File: src/rtl/ccf_bank.sv
module ccf_bank #(
  parameter int NCH   = 8,
  parameter int RES_W = 8,
  parameter int SAR_W = 10
) (
  input  logic                     clk,
  input  logic                     rst_n,
  input  logic                     fast_clr,
  input  logic                     special_mode,
  input  logic                     eoc_valid,
  input  logic [$clog2(NCH)-1:0]   eoc_chan,
  input  logic [RES_W-1:0]         eoc_data,
  input  logic                     rd_en,
  input  logic                     wr_en,
  input  logic [3:0]               addr,
  input  logic [7:0]               wdata,
  output logic [7:0]               rdata,
  output logic [SAR_W-1:0]         sar_value
);
  localparam int CW   = $clog2(NCH);
  localparam int LO_W = SAR_W - 8;

  logic [NCH-1:0]   flag_q, arm_q;
  logic [RES_W-1:0] res_q [NCH];
  logic [SAR_W-1:0] sar_q;
  logic [7:0]       rd_mux;

  wire [CW-1:0]  rch     = addr[CW-1:0];
  wire           res_rd  = rd_en && addr[3];
  wire           stat_rd = rd_en && (addr == 4'h0);
  wire [NCH-1:0] set_m   = eoc_valid ? (NCH'(1) << eoc_chan) : '0;
  wire [NCH-1:0] sel_m   = res_rd ? (NCH'(1) << rch) : '0;
  wire [NCH-1:0] clr_m   = sel_m & (fast_clr ? {NCH{1'b1}} : arm_q);
  wire           tw_hi   = wr_en && special_mode && (addr == 4'h1);
  wire           tw_lo   = wr_en && special_mode && (addr == 4'h2);

  assign sar_value = sar_q;

  always_ff @(posedge clk) begin
    if (!rst_n) begin
      flag_q <= '0;
      arm_q  <= '0;
    end else begin
      flag_q <= (flag_q & ~clr_m) | set_m;
      arm_q  <= (arm_q | (stat_rd ? flag_q : '0)) & ~clr_m & ~set_m;
    end
  end

  always_ff @(posedge clk) begin
    if (!rst_n) begin
      for (int i = 0; i < NCH; i++) res_q[i] <= '0;
    end else if (eoc_valid) begin
      res_q[eoc_chan] <= eoc_data;
    end
  end

  always_ff @(posedge clk) begin
    if (!rst_n) sar_q <= '0;
    else begin
      if (tw_hi) sar_q[SAR_W-1 -: 8] <= wdata;
      if (tw_lo) sar_q[LO_W-1:0]     <= wdata[7 -: LO_W];
    end
  end

  always_comb begin
    rd_mux = '0;
    if (addr[3])                           rd_mux = 8'(res_q[rch]);
    else if (addr == 4'h0)                 rd_mux = 8'(flag_q);
    else if (addr == 4'h1 && special_mode) rd_mux = sar_q[SAR_W-1 -: 8];
    else if (addr == 4'h2 && special_mode) rd_mux = {sar_q[LO_W-1:0], {(8-LO_W){1'b0}}};
  end

  always_ff @(posedge clk) begin
    if (!rst_n)     rdata <= '0;
    else if (rd_en) rdata <= rd_mux;
  end

  AST_SET_WINS: assert property (@(posedge clk) disable iff (!rst_n)
    eoc_valid |=> flag_q[$past(eoc_chan)] && !arm_q[$past(eoc_chan)]);
  AST_FAST_CLR: assert property (@(posedge clk) disable iff (!rst_n)
    (res_rd && fast_clr && !(eoc_valid && eoc_chan == rch)) |=> !flag_q[$past(rch)]);
  AST_ARM_GATE: assert property (@(posedge clk) disable iff (!rst_n)
    (res_rd && !fast_clr && !arm_q[rch] && !eoc_valid) |=> flag_q[$past(rch)] == $past(flag_q[rch]));
  AST_STATUS_DATA: assert property (@(posedge clk) disable iff (!rst_n)
    stat_rd |=> rdata == 8'($past(flag_q)));
  AST_TEST_LOCK: assert property (@(posedge clk) disable iff (!rst_n)
    (wr_en && !special_mode) |=> sar_q == $past(sar_q));
endmodule

File: config.mk
export PLATFORM = sky130hd
export DESIGN_NAME = ccf_bank
export DESIGN_NICKNAME = d
export VERILOG_FILES = /design/src/rtl/ccf_bank.sv
export SDC_FILE = /design/constraint.sdc
export NUM_CORES = 1
export LEC_CHECK = 0
export ABC_AREA = 1
export BUFFER_PORTS_ARGS = -buffer_cell sky130_fd_sc_hd__buf_2
export CORE_MARGIN = 5
export CORE_UTILIZATION = 60
export CTS_CLUSTER_DIAMETER = 30
export DETAILED_ROUTE_END_ITERATION = 6
export PLACE_DENSITY = 0.81
export SETUP_SLACK_MARGIN = 0.5
export SYNTH_ARGS = -nofsm -noshare
export SYNTH_HDL_FRONTEND = slang
export SYNTH_SLANG_ARGS = --single-unit
File: constraint.sdc
create_clock -name clk -period 3.4 [get_ports clk]
set_input_delay 0.34 -clock clk [delete_from_list [all_inputs] [get_ports clk]]
set_output_delay 0.34 -clock clk [all_outputs]
set_load 0.02 [all_outputs]
== Yosys cells after proc, flatten, opt, wreduce, memory -nomap -nowiden ==
Memories as Yosys holds them, arrays and structs flattened.
Index checks and enable logic that the tools add are counted.
Storage, ports and cells
  output and inout bits: 18
  memories kept: 1
  word-level logic and storage cells: 42
  register bits: 34
  RAM bits: 64
Memory list
  res_q: words 8, width 8, read ports 1, clocked after memory_dff 0, write ports 8, line 24  | logic [RES_W-1:0] res_q [NCH];
Operators by class
  equal/unequal tests: 2
  multiplexer cells: 15
  reduce and logical (&&, ||, !) cells: 9
  bitwise gates (word level): 8
  shift-type cells: 2
Operators by type and width (count)
  two-way mux 8 bit: 9
  AND 8 bit: 4
  inverter 8 bit: 2
  bitwise OR 8 bit: 2
  << shifter 1 x 3 -> 8 bit, first input constant: 2
  OR reduction 8 bit: 1
  logical AND 1 bit: 7
  two-way mux 1 bit: 5
  equality test 4 x 1 -> 1 bit, second input constant: 1
  equality test 4 x 2 -> 1 bit, second input constant: 1
  logical NOT 4 bit: 1
  two-way mux 3 bit: 1

== Depth between registers and ports, before layout ==
Gate-level depths: netlist of run 1.
  depth in word-level cells: 6
  depth in mapped cells: 8

== Worst setup path before layout of run 1 ==
OpenSTA, ideal clock, no wires.
  path kind: input-to-reg
  start: input eoc_chan[0]
  end: memory res_q[0][0] (enable)
  arrival time: 1160 ps
  setup time: 329 ps
  data required time: 3071 ps
  path slack: 1911 ps
  stages on the path: 4
  cells stage by stage: or2_2 > nor2_1 > nand2_1 > nand2_1
RTL lines
  start: declaration: line 11  | input logic [$clog2(NCH)-1:0] eoc_chan,
  end: declaration: line 24

== Worst setup path after layout of run 1 ==
  start: input addr[0]
  end: register sar_q[4] (netlist: sar_value[4])
Between the ends
  longest elaborated chain between the ends: 2
RTL lines
  start: declaration: line 15  | input logic [3:0] addr,
  equality test 4 x 1 -> 1 bit: line 34  | wire tw_hi = wr_en && special_mode && (addr == 4'h1);
  logical AND 1 bit: line 34
  end signal: indexed assignment: line 60  | if (tw_hi) sar_q[SAR_W-1 -: 8] <= wdata;
  end signal: indexed assignment: line 61  | if (tw_lo) sar_q[LO_W-1:0] <= wdata[7 -: LO_W];
  end: declaration: line 25  | logic [SAR_W-1:0] sar_q;
Every way passes these cells.
A chain may end at the register's enable or synchronous reset.

==> impl_metrics.py, run 1 <==
metrics = {
    "grt": {
        "grt.total_usage": 0.249,
        "grt_max_degree": 47,
        "grt_antenna_before_repair": 0,
        "grt_remaining_overflow": 0,
        "first_global_vias": 3348,
        "grt_pass1_wl_um": 16700,
    },
    "clocking": {
        "htreeDepth": 3,
        "cts_buffers": 9,
        "cts_resized": 0,
        "cts_tree": "built",
        "cts_root_buffer": "clkbuf_8",
        "cts_hold_buf": 0,
        "clock_path_buffers": 2,
        "post-cts-setup-buffers": 0,
        "clk_transition_reported_paths_ps": 100,
        "clkLatencyLatePin_ps": 370,
        "clock_sinks": 98,
    },
    "timing": {
        "hold_viol_final": 0,
        "rsz0062_at_grt": "false",
        "skew_ps": 12.8,
        "maxSlewHeadroom": 0.455,
        "fin_crit_ps": 1850,
        "slew_viol_final": 0,
        "maxClockFrequency_ghz": 0.541,
        "post-route-period-util": 0.544,
        "setup-tns-final_ps": 0,
        "tightest_slew_ps": 817,
        "setup_viol": 0,
    },
    "synthesis": {
        "synth_edf_count": 64,
        "synth.avg_cell_area_um2": 8.67,
        "synthTopCellsByCount": "nand2_1 (155), nor2_1 (84), edfxtp_1 (64), dfxtp_1 (34), nand3_1 (33)",
        "synth_seq_cells": 98,
        "syn_inst": 509,
        "yosys_warnings": 0,
        "yosysUniqueCellTypes": 25,
        "async_flop_share": 0,
        "synth-main-ff-cell": "edfxtp_1",
        "syn-cell-area_um2": 4410,
        "yosysTopAreaCellShare": 0.436,
        "yosysTopAreaCell": "edfxtp_1",
        "seq_area_frac_synth": 0.590,
        "yosysMostFrequentCell": "nand2_1",
        "synth_nets": 539,
        "yosys-top-cells-area": "edfxtp_1 (44%), dfxtp_1 (15%), nand2_1 (13%)",
    },
    "critical_path": {
        "start_kind": "input pin",
        "rr_worst_depth": 6,
        "r2r_end": "rdata[4]",
        "critPathBufInv": 2,
        "r2r_setup_slack_ps": 2380,
        "cpMaxStageDelayCell": "buf_2",
        "cp_max_fo": 30,
        "critPathRequiredTime_ps": 3660,
        "cpPeakStageDelay_ps": 420,
        "cp_cell_sequence": "buf_2 > inv_2 > nor2_4 > nand2_2 > nor2_4 > nand2_2 > o21ai_0 > a21oi_1",
        "arrival_ps": 2110,
        "path_class": "input pin to flop",
        "r2r_start": "res_q[5][4]",
        "cpLargestDelayFamily": "simple AND/OR/NAND/NOR gates",
        "crit_path_end_kind": "flop",
    },
    "power_and_ir_drop": {
        "p_total_mw": 2.25,
        "ir_drop_mv": 0.329,
        "power.leakage_nw": 2.06,
        "p_per_area_nw_per_um2": 464,
    },
    "drt": {
        "drt-initial-drc-count": 414,
        "wl_um": 10900,
        "firstDrtPassIters": 5,
        "drcViolationCount": 0,
        "vias": 3727,
        "routedWlPerCell_um": 16.7,
        "detail-route-antenna-nets": 0,
        "viasPerCell": 5.73,
    },
    "flow_run": {
        "maxCapViolations": 0,
    },
    "die": {
        "initial_core_util": 0.612,
        "rows": 31,
        "die_w_um": 95.8,
        "die_y_um": 95.8,
        "io_pins": 48,
        "die_area_um2": 9170,
        "fp.coreArea_um2": 7210,
    },
    "finish": {
        "antennaDiodeCount": 0,
        "final_layout_size_suffix_gt1_frac": 0.134,
        "syn2layout_area_growth_pct": 9.67,
        "final_nets": 577,
        "fin_cells": 651,
        "fill_cells": 597,
    },
    "place": {
        "place_hpwl_um": 7790,
        "gp_congestion": 0.915,
        "port_buffers": 47,
        "dpl.cell_count": 635,
    },
    "hold_path": {
        "hold_depth": 3,
        "hp-start": "wdata[6]",
        "hold_path_end": "sar_value[8]",
        "hp-class": "input pin to flop",
    },
    "run_status": {
        "status": "completed",
    },
}
==> per-layer routing <==
metal / vias to the layer above / global-route usage / share of wire
li1: 1763 / - / -
met3: 35 / 0.0594 / 0.10
met1: 1704 / 0.320 / 0.39
met5: - / 0 / 0
met2: 225 / 0.405 / 0.48
met4: 0 / 0.103 / 0.030
==> through the flow <==
stage	instance area [um2]	hold slack, ps	setup slack [ps]	utilization
6_report	4840	243	1550	0.671
5_1_grt	4840	261	1360	0.671
4_1_cts	4840	230	1590	0.671
3_5_place_dp	4670	460	1200	0.647
3_3_place_gp	4670	457	1320	0.647
2_1_floorplan	4410	446	1910	-
==> report_power, final <==
group	switching (mW)	internal (mW)	total [mW]
combinational	0.159	0.0599	0.219
sequential	0.0257	1.33	1.35
clock	0.393	0.281	0.674
total	0.578	1.67	2.25
==> worst register-to-register path, delay by kind of cell, from the launching register on <==
family	cells	cell delay [ps]
simple gates	5	480
flops	1	390
compound gates	1	70
==> how the worst max path moves through the flow <==
stage                start            to  depth (start not counted)
2_1_floorplan  eoc_chan[0]   res_q[0][0]                          4
3_3_place_gp       addr[0]  sar_value[2]                          8
3_5_place_dp       addr[0]  sar_value[4]                          8
4_1_cts            addr[0]  sar_value[4]                          8
5_1_grt            addr[0]  sar_value[3]                          8
6_report           addr[0]  sar_value[4]                          8
==> sequential cells by signal, summed over array words and instances, names as in the netlist <==
name,flops
sar_value,10
flag_q,8
res_q,64
arm_q,8
rdata,8
==> cell families (layout without fill, tap and decap cells) <==
kind of cell | count (synthesis) | after routing | share of synthesized area
and+or+nand+nor | 304 | 304 | 0.292
DFF | 98 | 98 | 0.590
AOI/OAI and AO/OA | 57 | 57 | 0.0683
buffers and inverters | 50 | 93 | 0.0493
==> final cells by class <==
class | instances | area [um2] | share of cell area
Sequential cell | 98 | 2600 | 0.538
Multi-Input combinational cell | 361 | 1590 | 0.329
Timing Repair Buffer | 48 | 243 | 0.0502
Clock buffer | 10 | 138 | 0.0284
Tap cell | 99 | 124 | 0.0256
Inverter | 29 | 109 | 0.0225
Clock inverter | 6 | 31.3 | 0.00646
==> placed cells by master, fill, tap and decap left out, types with 5 or more instances in the layout <==
| cell | netlist | layout |
|---|---|---|
| nand3_1 | 33 | 33 |
| clkbuf_8 | 0 | 10 |
| nand4_1 | 11 | 11 |
| o211ai_1 | 5 | 5 |
| nor3_1 | 11 | 11 |
| a21oi_1 | 27 | 27 |
| nand2_1 | 155 | 155 |
| inv_1 | 26 | 27 |
| o21ai_0 | 15 | 15 |
| buf_2 | 12 | 47 |
| o21ai_1 | 9 | 9 |
| dfxtp_1 | 34 | 34 |
| edfxtp_1 | 64 | 64 |
| nor2_1 | 84 | 84 |
No activity file was read; power rests on OpenSTA's default activity.
==> inputs of run 2 (changes only) <==
--- a/config.mk
+++ b/config.mk
@@ -8,10 +8,10 @@
 export ABC_AREA = 1
 export BUFFER_PORTS_ARGS = -buffer_cell sky130_fd_sc_hd__buf_2
 export CORE_MARGIN = 5
-export CORE_UTILIZATION = 60
+export CORE_UTILIZATION = 58
 export CTS_CLUSTER_DIAMETER = 30
 export DETAILED_ROUTE_END_ITERATION = 6
-export PLACE_DENSITY = 0.81
+export PLACE_DENSITY = 0.79
 export SETUP_SLACK_MARGIN = 0.5
 export SYNTH_ARGS = -nofsm -noshare
 export SYNTH_HDL_FRONTEND = slang
==> constraint.sdc (replaced) <==
create_clock -name clk -period 1.8 [get_ports clk]
set_input_delay 0.18 -clock clk [delete_from_list [all_inputs] [get_ports clk]]
set_output_delay 0.18 -clock clk [all_outputs]
set_load 0.02 [all_outputs]
==> impl_metrics.py, run 2 (synthesized netlist as in run 1, its figures left out) <==
metrics = {
    "place": {
        "port_buffers": 47,
        "dpl.cell_count": 651,
        "place_area_um2": 4790,
        "place_hpwl_um": 8250,
        "place_ws_ps": 290,
        "gp_congestion": 0.907,
    },
    "finish": {
        "final_nets": 593,
        "regMostFlops": "res_q",
        "final_common_cell": "nand2_1",
        "post-route-util": 0.678,
        "syn2layout_area_growth_pct": 12.7,
        "antennaDiodeCount": 0,
        "final_layout_size_suffix_gt1_frac": 0.158,
        "fill_cells": 606,
        "largest_reg_flops": 64,
        "fin_cells": 667,
        "final_cell_mix": "nand2_1 (155), nor2_1 (84), edfxtp_1 (64)",
        "final_area_um2": 4970,
    },
    "critical_path": {
        "r2r_start": "res_q[3][5]",
        "cpMaxStageDelayCell": "nand2_1",
        "arrival_ps": 1210,
        "cp_cell_sequence": "buf_2 > or2_2 > nor2_1 > nand2_1 > nand2_1",
        "critPathLaunch": "eoc_chan[0]",
        "crit_end": "res_q[4][4]",
        "crit_path_end_kind": "flop",
        "path_class": "input pin to flop",
        "r2r_setup_slack_ps": 760,
        "critPathRequiredTime_ps": 1820,
        "r2r_end": "rdata[5]",
        "start_kind": "input pin",
        "cpPeakStageDelay_ps": 320,
        "cp_common_cell": "nand2_1",
        "rr_worst_depth": 5,
        "cp_max_fo": 8,
    },
    "run_status": {
        "status": "completed",
    },
    "flow_run": {
        "maxCapViolations": 0,
    },
    "clocking": {
        "cts_tree": "built",
        "cts_root_buffer": "clkbuf_8",
        "clock_path_buffers": 2,
        "post-cts-setup-buffers": 0,
        "clkLatencyLatePin_ps": 360,
        "htreeDepth": 3,
        "cts_resized": 0,
        "cts_hold_buf": 0,
        "clock_sinks": 98,
        "clk_transition_reported_paths_ps": 100,
        "cts_buffers": 9,
    },
    "power_and_ir_drop": {
        "ir_drop_mv": 0.716,
        "power.leakage_nw": 2.12,
        "p_sw_frac": 0.268,
        "power_frac_clock": 0.309,
        "switchingPower_mw": 1.16,
        "p_per_area_nw_per_um2": 870,
        "p_int_mw": 3.17,
        "comb_power_share": 0.102,
        "pwr-share-seq": 0.589,
        "p_total_mw": 4.32,
    },
    "grt": {
        "grt_antenna_before_repair": 0,
        "grt_pass1_wl_um": 18000,
        "grt_remaining_overflow": 0,
        "first_global_vias": 3630,
        "grt_max_degree": 27,
        "grt.total_usage": 0.239,
    },
    "timing": {
        "fin_crit_ps": 1190,
        "skew_ps": 12.5,
        "setup_slack_ps": 614,
        "post-route-period-util": 0.659,
        "maxClockFrequency_ghz": 0.843,
        "maxSlewHeadroom": 0.648,
        "setup_viol": 0,
        "rsz0062_at_grt": "false",
        "holdWs_ps": 72.8,
        "tightest_slew_ps": 524,
        "setup-tns-final_ps": 0,
        "hold_viol_final": 0,
        "slew_viol_final": 0,
    },
    "drt": {
        "drcViolationCount": 0,
        "detail-route-antenna-nets": 0,
        "vias": 3765,
        "wl_um": 11200,
        "routedWlPerCell_um": 16.8,
        "firstDrtPassIters": 6,
        "viasPerCell": 5.64,
        "drt-initial-drc-count": 377,
    },
    "die": {
        "io_pins": 48,
        "rows": 31,
        "fp.coreArea_um2": 7330,
        "die_w_um": 97.2,
        "die_y_um": 97.2,
        "initial_core_util": 0.602,
        "die_area_um2": 9450,
    },
    "hold_path": {
        "hp-class": "input pin to flop",
    },
}
-- run 2: worst min path at each step --
stage | startpoint | endpoint | slack [ps] | cells past startpoint
final | wdata[5] | sar_value[7] | 70 | 3
after global routing | wdata[5] | sar_value[7] | 70 | 3
after detailed placement | sar_value[1] | sar_value[1] | 450 | 2
after CTS | wdata[5] | sar_value[7] | 70 | 3
after global placement | wdata[4] | sar_value[6] | 460 | 3
after floorplan | wdata[5] | sar_value[7] | 340 | 2
-- run 2: layout make-up --
cell class / instances / area [um2] / share of cell area
Tap cell: 99 / 124 / 0.0249
Inverter: 29 / 109 / 0.0219
Clock inverter: 6 / 53.8 / 0.0108
Clock buffer: 10 / 128 / 0.0257
Multi-Input combinational cell: 361 / 1590 / 0.320
Sequential cell: 98 / 2600 / 0.524
Timing Repair Buffer: 64 / 363 / 0.0730
-- run 2: routing by layer --
| layer | vias to the layer above | track usage | share of wire |
|---|---|---|---|
| met1 | 1715 | 0.299 | 0.38 |
| met4 | 0 | 0.0852 | 0.020 |
| met5 | - | 0 | 0 |
| met3 | 27 | 0.0646 | 0.10 |
| li1 | 1803 | - | - |
| met2 | 220 | 0.399 | 0.49 |
-- run 2: worst max-delay path, delay by kind of cell --
| family | cells | cell delay (ps) |
|---|---|---|
| and+or+nand+nor | 4 | 920 |
| buffers and inverters | 1 | 110 |
-- run 2: power by group through the flow --
stage                     Clock [mW]  Combinational [mW]  Sequential [mW]
final                           1.33               0.442             2.55
after global placement             0               0.426             2.59
after CTS                       1.35               0.437             2.55
after global routing            1.44               0.486             2.56
after detailed placement           0               0.435             2.60
after floorplan                    0               0.260             2.60
